## src/rtl/sdf_pkg.sv

```systemverilog
package sdf_pkg;

    localparam int DEF_N_TPL  = 8;
    localparam int DEF_DATA_W = 16;

    typedef enum logic [1:0] {
        OP_ADD  = 2'd0,
        OP_SUB  = 2'd1,
        OP_MUL  = 2'd2,
        OP_MULI = 2'd3
    } sdf_op_e;

    // True when the opcode consumes the right operand slot.
    function automatic logic op_needs_right(input sdf_op_e op);
        return op != OP_MULI;
    endfunction

endpackage

```

## src/rtl/sdf_rr_pick.sv

```systemverilog
module sdf_rr_pick #(
    parameter int N  = 8,
    parameter int IW = 3
) (
    input  logic [N-1:0]  req,
    input  logic [IW-1:0] ptr,
    output logic          gnt_v,
    output logic [IW-1:0] gnt_idx
);
    logic [IW-1:0] cand;

    // Scan from the far end back so the candidate closest to ptr wins.
    always_comb begin
        gnt_v   = 1'b0;
        gnt_idx = ptr;
        cand    = ptr;
        for (int k = N - 1; k >= 0; k--) begin
            cand = ptr + IW'(k);
            if (req[cand]) begin
                gnt_v   = 1'b1;
                gnt_idx = cand;
            end
        end
    end
endmodule

```

## src/rtl/sdf_alu.sv

```systemverilog
module sdf_alu
    import sdf_pkg::*;
#(
    parameter int DATA_W = 16
) (
    input  sdf_op_e           op,
    input  logic [DATA_W-1:0] lhs,
    input  logic [DATA_W-1:0] rhs,
    input  logic [DATA_W-1:0] imm,
    output logic [DATA_W-1:0] y
);
    always_comb begin
        unique case (op)
            OP_ADD:  y = lhs + rhs;
            OP_SUB:  y = lhs - rhs;
            OP_MUL:  y = lhs * rhs;
            OP_MULI: y = lhs * imm;
            default: y = '0;
        endcase
    end
endmodule

```

## src/rtl/sdf_fire_unit.sv

```systemverilog
module sdf_fire_unit
    import sdf_pkg::*;
#(
    parameter int  N_TPL  = DEF_N_TPL,
    parameter int  DATA_W = DEF_DATA_W,
    localparam int IDX_W  = $clog2(N_TPL),
    localparam int DST_W  = IDX_W + 3
) (
    input  logic              clk,
    input  logic              rst,
    input  logic              ld_en,
    input  logic [IDX_W-1:0]  ld_idx,
    input  logic [1:0]        ld_op,
    input  logic [DATA_W-1:0] ld_imm,
    input  logic [DST_W-1:0]  ld_dst0,
    input  logic [DST_W-1:0]  ld_dst1,
    input  logic              tok_valid,
    input  logic [IDX_W-1:0]  tok_idx,
    input  logic              tok_port,
    input  logic [DATA_W-1:0] tok_data,
    output logic              fire_valid,
    output logic [IDX_W-1:0]  fire_idx,
    output logic              res_valid,
    output logic [DATA_W-1:0] res_data,
    output logic              err
);
    typedef struct packed {
        logic             en;
        logic             ext;
        logic [IDX_W-1:0] idx;
        logic             port;
    } dest_t;

    typedef struct packed {
        sdf_op_e           op;
        logic [DATA_W-1:0] imm;
        dest_t             d0;
        dest_t             d1;
    } tpl_t;

    tpl_t              tpl_q  [N_TPL];
    logic [DATA_W-1:0] lval_q [N_TPL];
    logic [DATA_W-1:0] rval_q [N_TPL];
    logic [N_TPL-1:0]  lpres_q, rpres_q;
    logic [N_TPL-1:0]  ready;
    logic [IDX_W-1:0]  ptr_q;

    logic              sel_v;
    logic [IDX_W-1:0]  sel_idx;
    tpl_t              sel_t;
    dest_t             sel_d [2];
    logic [DATA_W-1:0] alu_y;
    logic              ext_any;
    logic              tok_full, tok_hit, tok_bad;

    // Per-template enable: operands present and every internal arc empty.
    for (genvar i = 0; i < N_TPL; i++) begin : g_rdy
        dest_t a0, a1;
        logic  free0, free1, ops;
        assign a0    = tpl_q[i].d0;
        assign a1    = tpl_q[i].d1;
        assign free0 = !a0.en || a0.ext ||
                       !(a0.port ? rpres_q[a0.idx] : lpres_q[a0.idx]);
        assign free1 = !a1.en || a1.ext ||
                       !(a1.port ? rpres_q[a1.idx] : lpres_q[a1.idx]);
        assign ops   = lpres_q[i] && (!op_needs_right(tpl_q[i].op) || rpres_q[i]);
        assign ready[i] = ops && free0 && free1;
    end

    sdf_rr_pick #(.N(N_TPL), .IW(IDX_W)) u_pick (
        .req     (ready),
        .ptr     (ptr_q),
        .gnt_v   (sel_v),
        .gnt_idx (sel_idx)
    );

    assign sel_t    = tpl_q[sel_idx];
    assign sel_d[0] = sel_t.d0;
    assign sel_d[1] = sel_t.d1;
    assign ext_any  = (sel_t.d0.en && sel_t.d0.ext) || (sel_t.d1.en && sel_t.d1.ext);

    sdf_alu #(.DATA_W(DATA_W)) u_alu (
        .op  (sel_t.op),
        .lhs (lval_q[sel_idx]),
        .rhs (rval_q[sel_idx]),
        .imm (sel_t.imm),
        .y   (alu_y)
    );

    // Token acceptance: reject an occupied slot or one a firing fills now.
    always_comb begin
        tok_full = tok_port ? rpres_q[tok_idx] : lpres_q[tok_idx];
        tok_hit  = 1'b0;
        for (int j = 0; j < 2; j++) begin
            if (sel_v && sel_d[j].en && !sel_d[j].ext &&
                sel_d[j].idx == tok_idx && sel_d[j].port == tok_port)
                tok_hit = 1'b1;
        end
        tok_bad = tok_valid && (tok_full || tok_hit);
    end

    always_ff @(posedge clk) begin
        if (rst) begin
            lpres_q    <= '0;
            rpres_q    <= '0;
            ptr_q      <= '0;
            fire_valid <= 1'b0;
            fire_idx   <= '0;
            res_valid  <= 1'b0;
            res_data   <= '0;
            err        <= 1'b0;
            for (int i = 0; i < N_TPL; i++) begin
                tpl_q[i]  <= '0;
                lval_q[i] <= '0;
                rval_q[i] <= '0;
            end
        end else begin
            fire_valid <= sel_v;
            fire_idx   <= sel_idx;
            res_valid  <= sel_v && ext_any;
            res_data   <= alu_y;
            err        <= tok_bad;

            if (sel_v) begin
                ptr_q            <= sel_idx + IDX_W'(1);
                lpres_q[sel_idx] <= 1'b0;
                rpres_q[sel_idx] <= 1'b0;
                for (int j = 0; j < 2; j++) begin
                    if (sel_d[j].en && !sel_d[j].ext) begin
                        if (sel_d[j].port) begin
                            rval_q[sel_d[j].idx]  <= alu_y;
                            rpres_q[sel_d[j].idx] <= 1'b1;
                        end else begin
                            lval_q[sel_d[j].idx]  <= alu_y;
                            lpres_q[sel_d[j].idx] <= 1'b1;
                        end
                    end
                end
            end

            if (tok_valid && !tok_bad) begin
                if (tok_port) begin
                    rval_q[tok_idx]  <= tok_data;
                    rpres_q[tok_idx] <= 1'b1;
                end else begin
                    lval_q[tok_idx]  <= tok_data;
                    lpres_q[tok_idx] <= 1'b1;
                end
            end

            if (ld_en) begin
                tpl_q[ld_idx].op  <= sdf_op_e'(ld_op);
                tpl_q[ld_idx].imm <= ld_imm;
                tpl_q[ld_idx].d0  <= dest_t'(ld_dst0);
                tpl_q[ld_idx].d1  <= dest_t'(ld_dst1);
                lpres_q[ld_idx]   <= 1'b0;
                rpres_q[ld_idx]   <= 1'b0;
            end
        end
    end
endmodule

```

## config.mk

```make
export PLATFORM = sky130hd
export DESIGN_NAME = sdf_fire_unit
export DESIGN_NICKNAME = d
export VERILOG_FILES = /design/src/rtl/sdf_pkg.sv /design/src/rtl/sdf_rr_pick.sv /design/src/rtl/sdf_alu.sv /design/src/rtl/sdf_fire_unit.sv
export SDC_FILE = /design/constraint.sdc
export NUM_CORES = 2
export LEC_CHECK = 0
export ABC_AREA = 1
export BUFFER_PORTS_ARGS = -buffer_cell sky130_fd_sc_hd__buf_2
export CAP_MARGIN = 20
export CORE_ASPECT_RATIO = 1.4
export CORE_UTILIZATION = 30
export CTS_CLUSTER_DIAMETER = 120
export DETAILED_ROUTE_END_ITERATION = 16
export PLACE_DENSITY = 0.51
export RECOVER_POWER = 100
export SLEW_MARGIN = 10
export SYNTH_ARGS = -nofsm -noshare
export SYNTH_HDL_FRONTEND = slang
export SYNTH_SLANG_ARGS = --single-unit
```

## constraint.sdc

```tcl
create_clock -name clk -period 11 [get_ports clk]
set_clock_uncertainty 0.15 [all_clocks]
set_input_delay 1.1 -clock clk [delete_from_list [all_inputs] [get_ports clk]]
set_output_delay 1.1 -clock clk [all_outputs]
set_load 0.02 [all_outputs]
```

==> flow_metrics.env <==
export IMPL_row_count=157
export IMPL_synthArstFlopShare_pct=0
export IMPL_drc=0
export IMPL_max_slew_margin_pct=-111
export IMPL_cp_end_kind="register"
export IMPL_syn_inst=5212
export IMPL_setup_tns_ns=0
export IMPL_ys_flop_type="edfxtp_1"
export IMPL_tritoncts="yes"
export IMPL_ys_ff_latch=537
export IMPL_grt_pass1_vias=35100
export IMPL_hpwl_um=113000
export IMPL_grt_ovfl_total=0
export IMPL_dieWidth_um=310
export IMPL_min_path_type="reg -> reg"
export IMPL_initial_core_util_pct=30.3
export IMPL_gp_congestion=0.945
export IMPL_synth_area_leaders="edfxtp_1, nand2_1, fa_1"
export IMPL_syn_to_final_growth_pct=11.5
export IMPL_cts_max_level=2
export IMPL_max_stage_delay_ns=1.18
export IMPL_yosys_area_top_type_share_pct=37.5
export IMPL_drive_gt1_share_pct=8.20
export IMPL_crit_top_cell="nand2_1"
export IMPL_layout_nets=5607
export IMPL_dp_slack_ns=0.386
export IMPL_drt_wl_total_um=163000
export IMPL_cts_root_buf="clkbuf_16"
export IMPL_violations="max-capacitance violations, max-slew violations"
export IMPL_final_max_slew_viol_count=780
export IMPL_path_delay_family="simple AND/OR/NAND/NOR gates"
export IMPL_cpMaxStageDelayCell="clkbuf_1"
export IMPL_outcome="complete, but fails checks"
export IMPL_fillers=14000
export IMPL_numCtsBuffers=54
export IMPL_cts_path_max_buffers=3
export IMPL_io_buffers=78
export IMPL_worstPathRequired_ns=11.34
export IMPL_fin_crit_sh_pct=95.2
export IMPL_synth_top_cell_by_area="edfxtp_1"
export IMPL_die_h_um=433
export IMPL_setup_violations=0
export IMPL_via_count=35800
export IMPL_drtIter0Drc=3223
export IMPL_critPathBufInv=12
export IMPL_cp_data_arrival_time_ns=10.81
export IMPL_synth_nets=5548
export IMPL_max_freq_ghz=0.0955
export IMPL_first_pass_iters=5
export IMPL_die_area_um2=134000
export IMPL_core_um2=131000
export IMPL_hold_buffers=0
export IMPL_synth_edf_count=496
export IMPL_track_usage_pct=23.9
export IMPL_ant_nets=0
export IMPL_insertion_delay_ns=0.68
export IMPL_cp_start_kind="register"
export IMPL_avgSynthCellArea_um2=7.63
export IMPL_final_util_pct=33.8
export IMPL_synth_seq_area_share_pct=39.5
export IMPL_critPathKind="reg -> reg"
export IMPL_rsz0062_at_grt="false"
export IMPL_grt_pass1_wl_um=235000
export IMPL_period_minus_slack_ns=10.47
export IMPL_grt_max_degree=115
export IMPL_wire_per_inst_um=23.0
export IMPL_yosysMostFrequentCell="nand2_1"
export IMPL_worst_slew_pin_slew_ns=3.17
export IMPL_synth_top_cells_by_count="nand2_1, inv_1, nor2_1, edfxtp_1, nand3_1"
export IMPL_hold_viol_final=0
export IMPL_synth_cell_area_um2=39700
export IMPL_path_clk_slew_ns=0.07
export IMPL_ioPinCount=79
export IMPL_layout_setup_ws_ns=0.526
export IMPL_maxCapViolations=31
export IMPL_antenna_found_initial=5
export IMPL_ys_types=56
export IMPL_yosysWarnings=0
export IMPL_cts_sinks=537
export IMPL_crit_fanout=17
export IMPL_viasPerCell=5.06
per-stage QoR:
step / instance area [µm²] / std cells / hold slack, ns
finish: 44300 / 7068 / 0.399
global route: 44300 / 7067 / 0.434
CTS: 44100 / 7030 / 0.371
detailed placement: 42300 / 6928 / 0.350
global placement: 42300 / 6927 / 0.353
floorplan: 39700 / 5212 / 0.336
state kept, by name, indices dropped and copies added (netlist names):
signal / count
err: 1
tpl_q: 240
rpres_q: 8
res_valid: 1
ptr_q: 3
lval_q: 128
res_data: 16
fire_valid: 1
fire_idx: 3
lpres_q: 8
rval_q: 128
layout make-up:
cell class / instances / area (µm²) / area share, %
inverters: 712 / 2700 / 6.09
diodes: 2 / 5.00 / 0.0113
flip-flops and latches: 537 / 15700 / 35.5
clock buffers: 70 / 1440 / 3.25
repair buffers: 256 / 1790 / 4.04
well taps: 1749 / 2190 / 4.94
clock inverters: 32 / 379 / 0.855
multi-input cells: 3710 / 20100 / 45.3
layout by cell type (no fill, tap or decap), types with 5 or more instances in the layout:
cell type,instances
nand3b_1,52
buf_12,14
a22o_1,6
bufinv_16,5
nand2_2,43
nor2_1,521
clkbuf_16,55
o21bai_1,9
o221ai_2,6
o22ai_1,28
clkinv_2,9
nand2_1,1759
o211ai_1,51
nor2_2,10
or2_2,5
a22oi_1,5
a31oi_1,14
buf_2,59
nand3_1,283
a21oi_1,90
edfxtp_1,496
inv_2,43
clkinv_1,20
o21ai_1,89
xnor2_1,22
nor3_1,14
fa_1,161
nand4_1,34
clkbuf_1,69
xor2_1,35
o21ai_0,300
buf_4,119
inv_4,8
nand3_2,13
ha_1,118
dfxtp_1,38
inv_1,647
timing repair:
action	4_1_cts	5_1_grt
endpoints found under the setup margin	0	17
gates resized for setup	0	46
hold endpoints to repair	0	0
buffers inserted	0	29
tightest hold or removal path, stage by stage (launching register included):
cell and delay (ns):
dfxtp_1 0.34, o21ai_0 0.08, a31oi_1 0.08
worst paths after layout:
check	start	endpoint	slack, ns	cells past startpoint
min reg2reg	rpres_q[1]	rpres_q[1]	0.40	2
max reg2reg	lpres_q[1]	rval_q[2][13]	0.53	51
min	rpres_q[1]	rpres_q[1]	0.40	2
max	lpres_q[1]	rval_q[2][13]	0.53	51
routing by layer:
layer  vias to the layer above  global-route usage, %  wire (µm)
li1                      16700                      -          -
met1                     17200                   28.0      61500
met2                      1417                   41.7      80100
met4                         4                   15.0      11700
met5                         -                      0         18
met3                       418                   2.26       9320
cell families after synthesis:
family	count (synthesis)	synth area share (%)
compound gates	625	8.97
buf+inv	968	10.2
fa+ha+maj	279	11.8
xor+xnor	57	1.26
flops	537	39.5
simple gates	2746	28.2
Power is not shown: default switching activity piles up to over one toggle a cycle in this logic, so the estimate is an artifact.
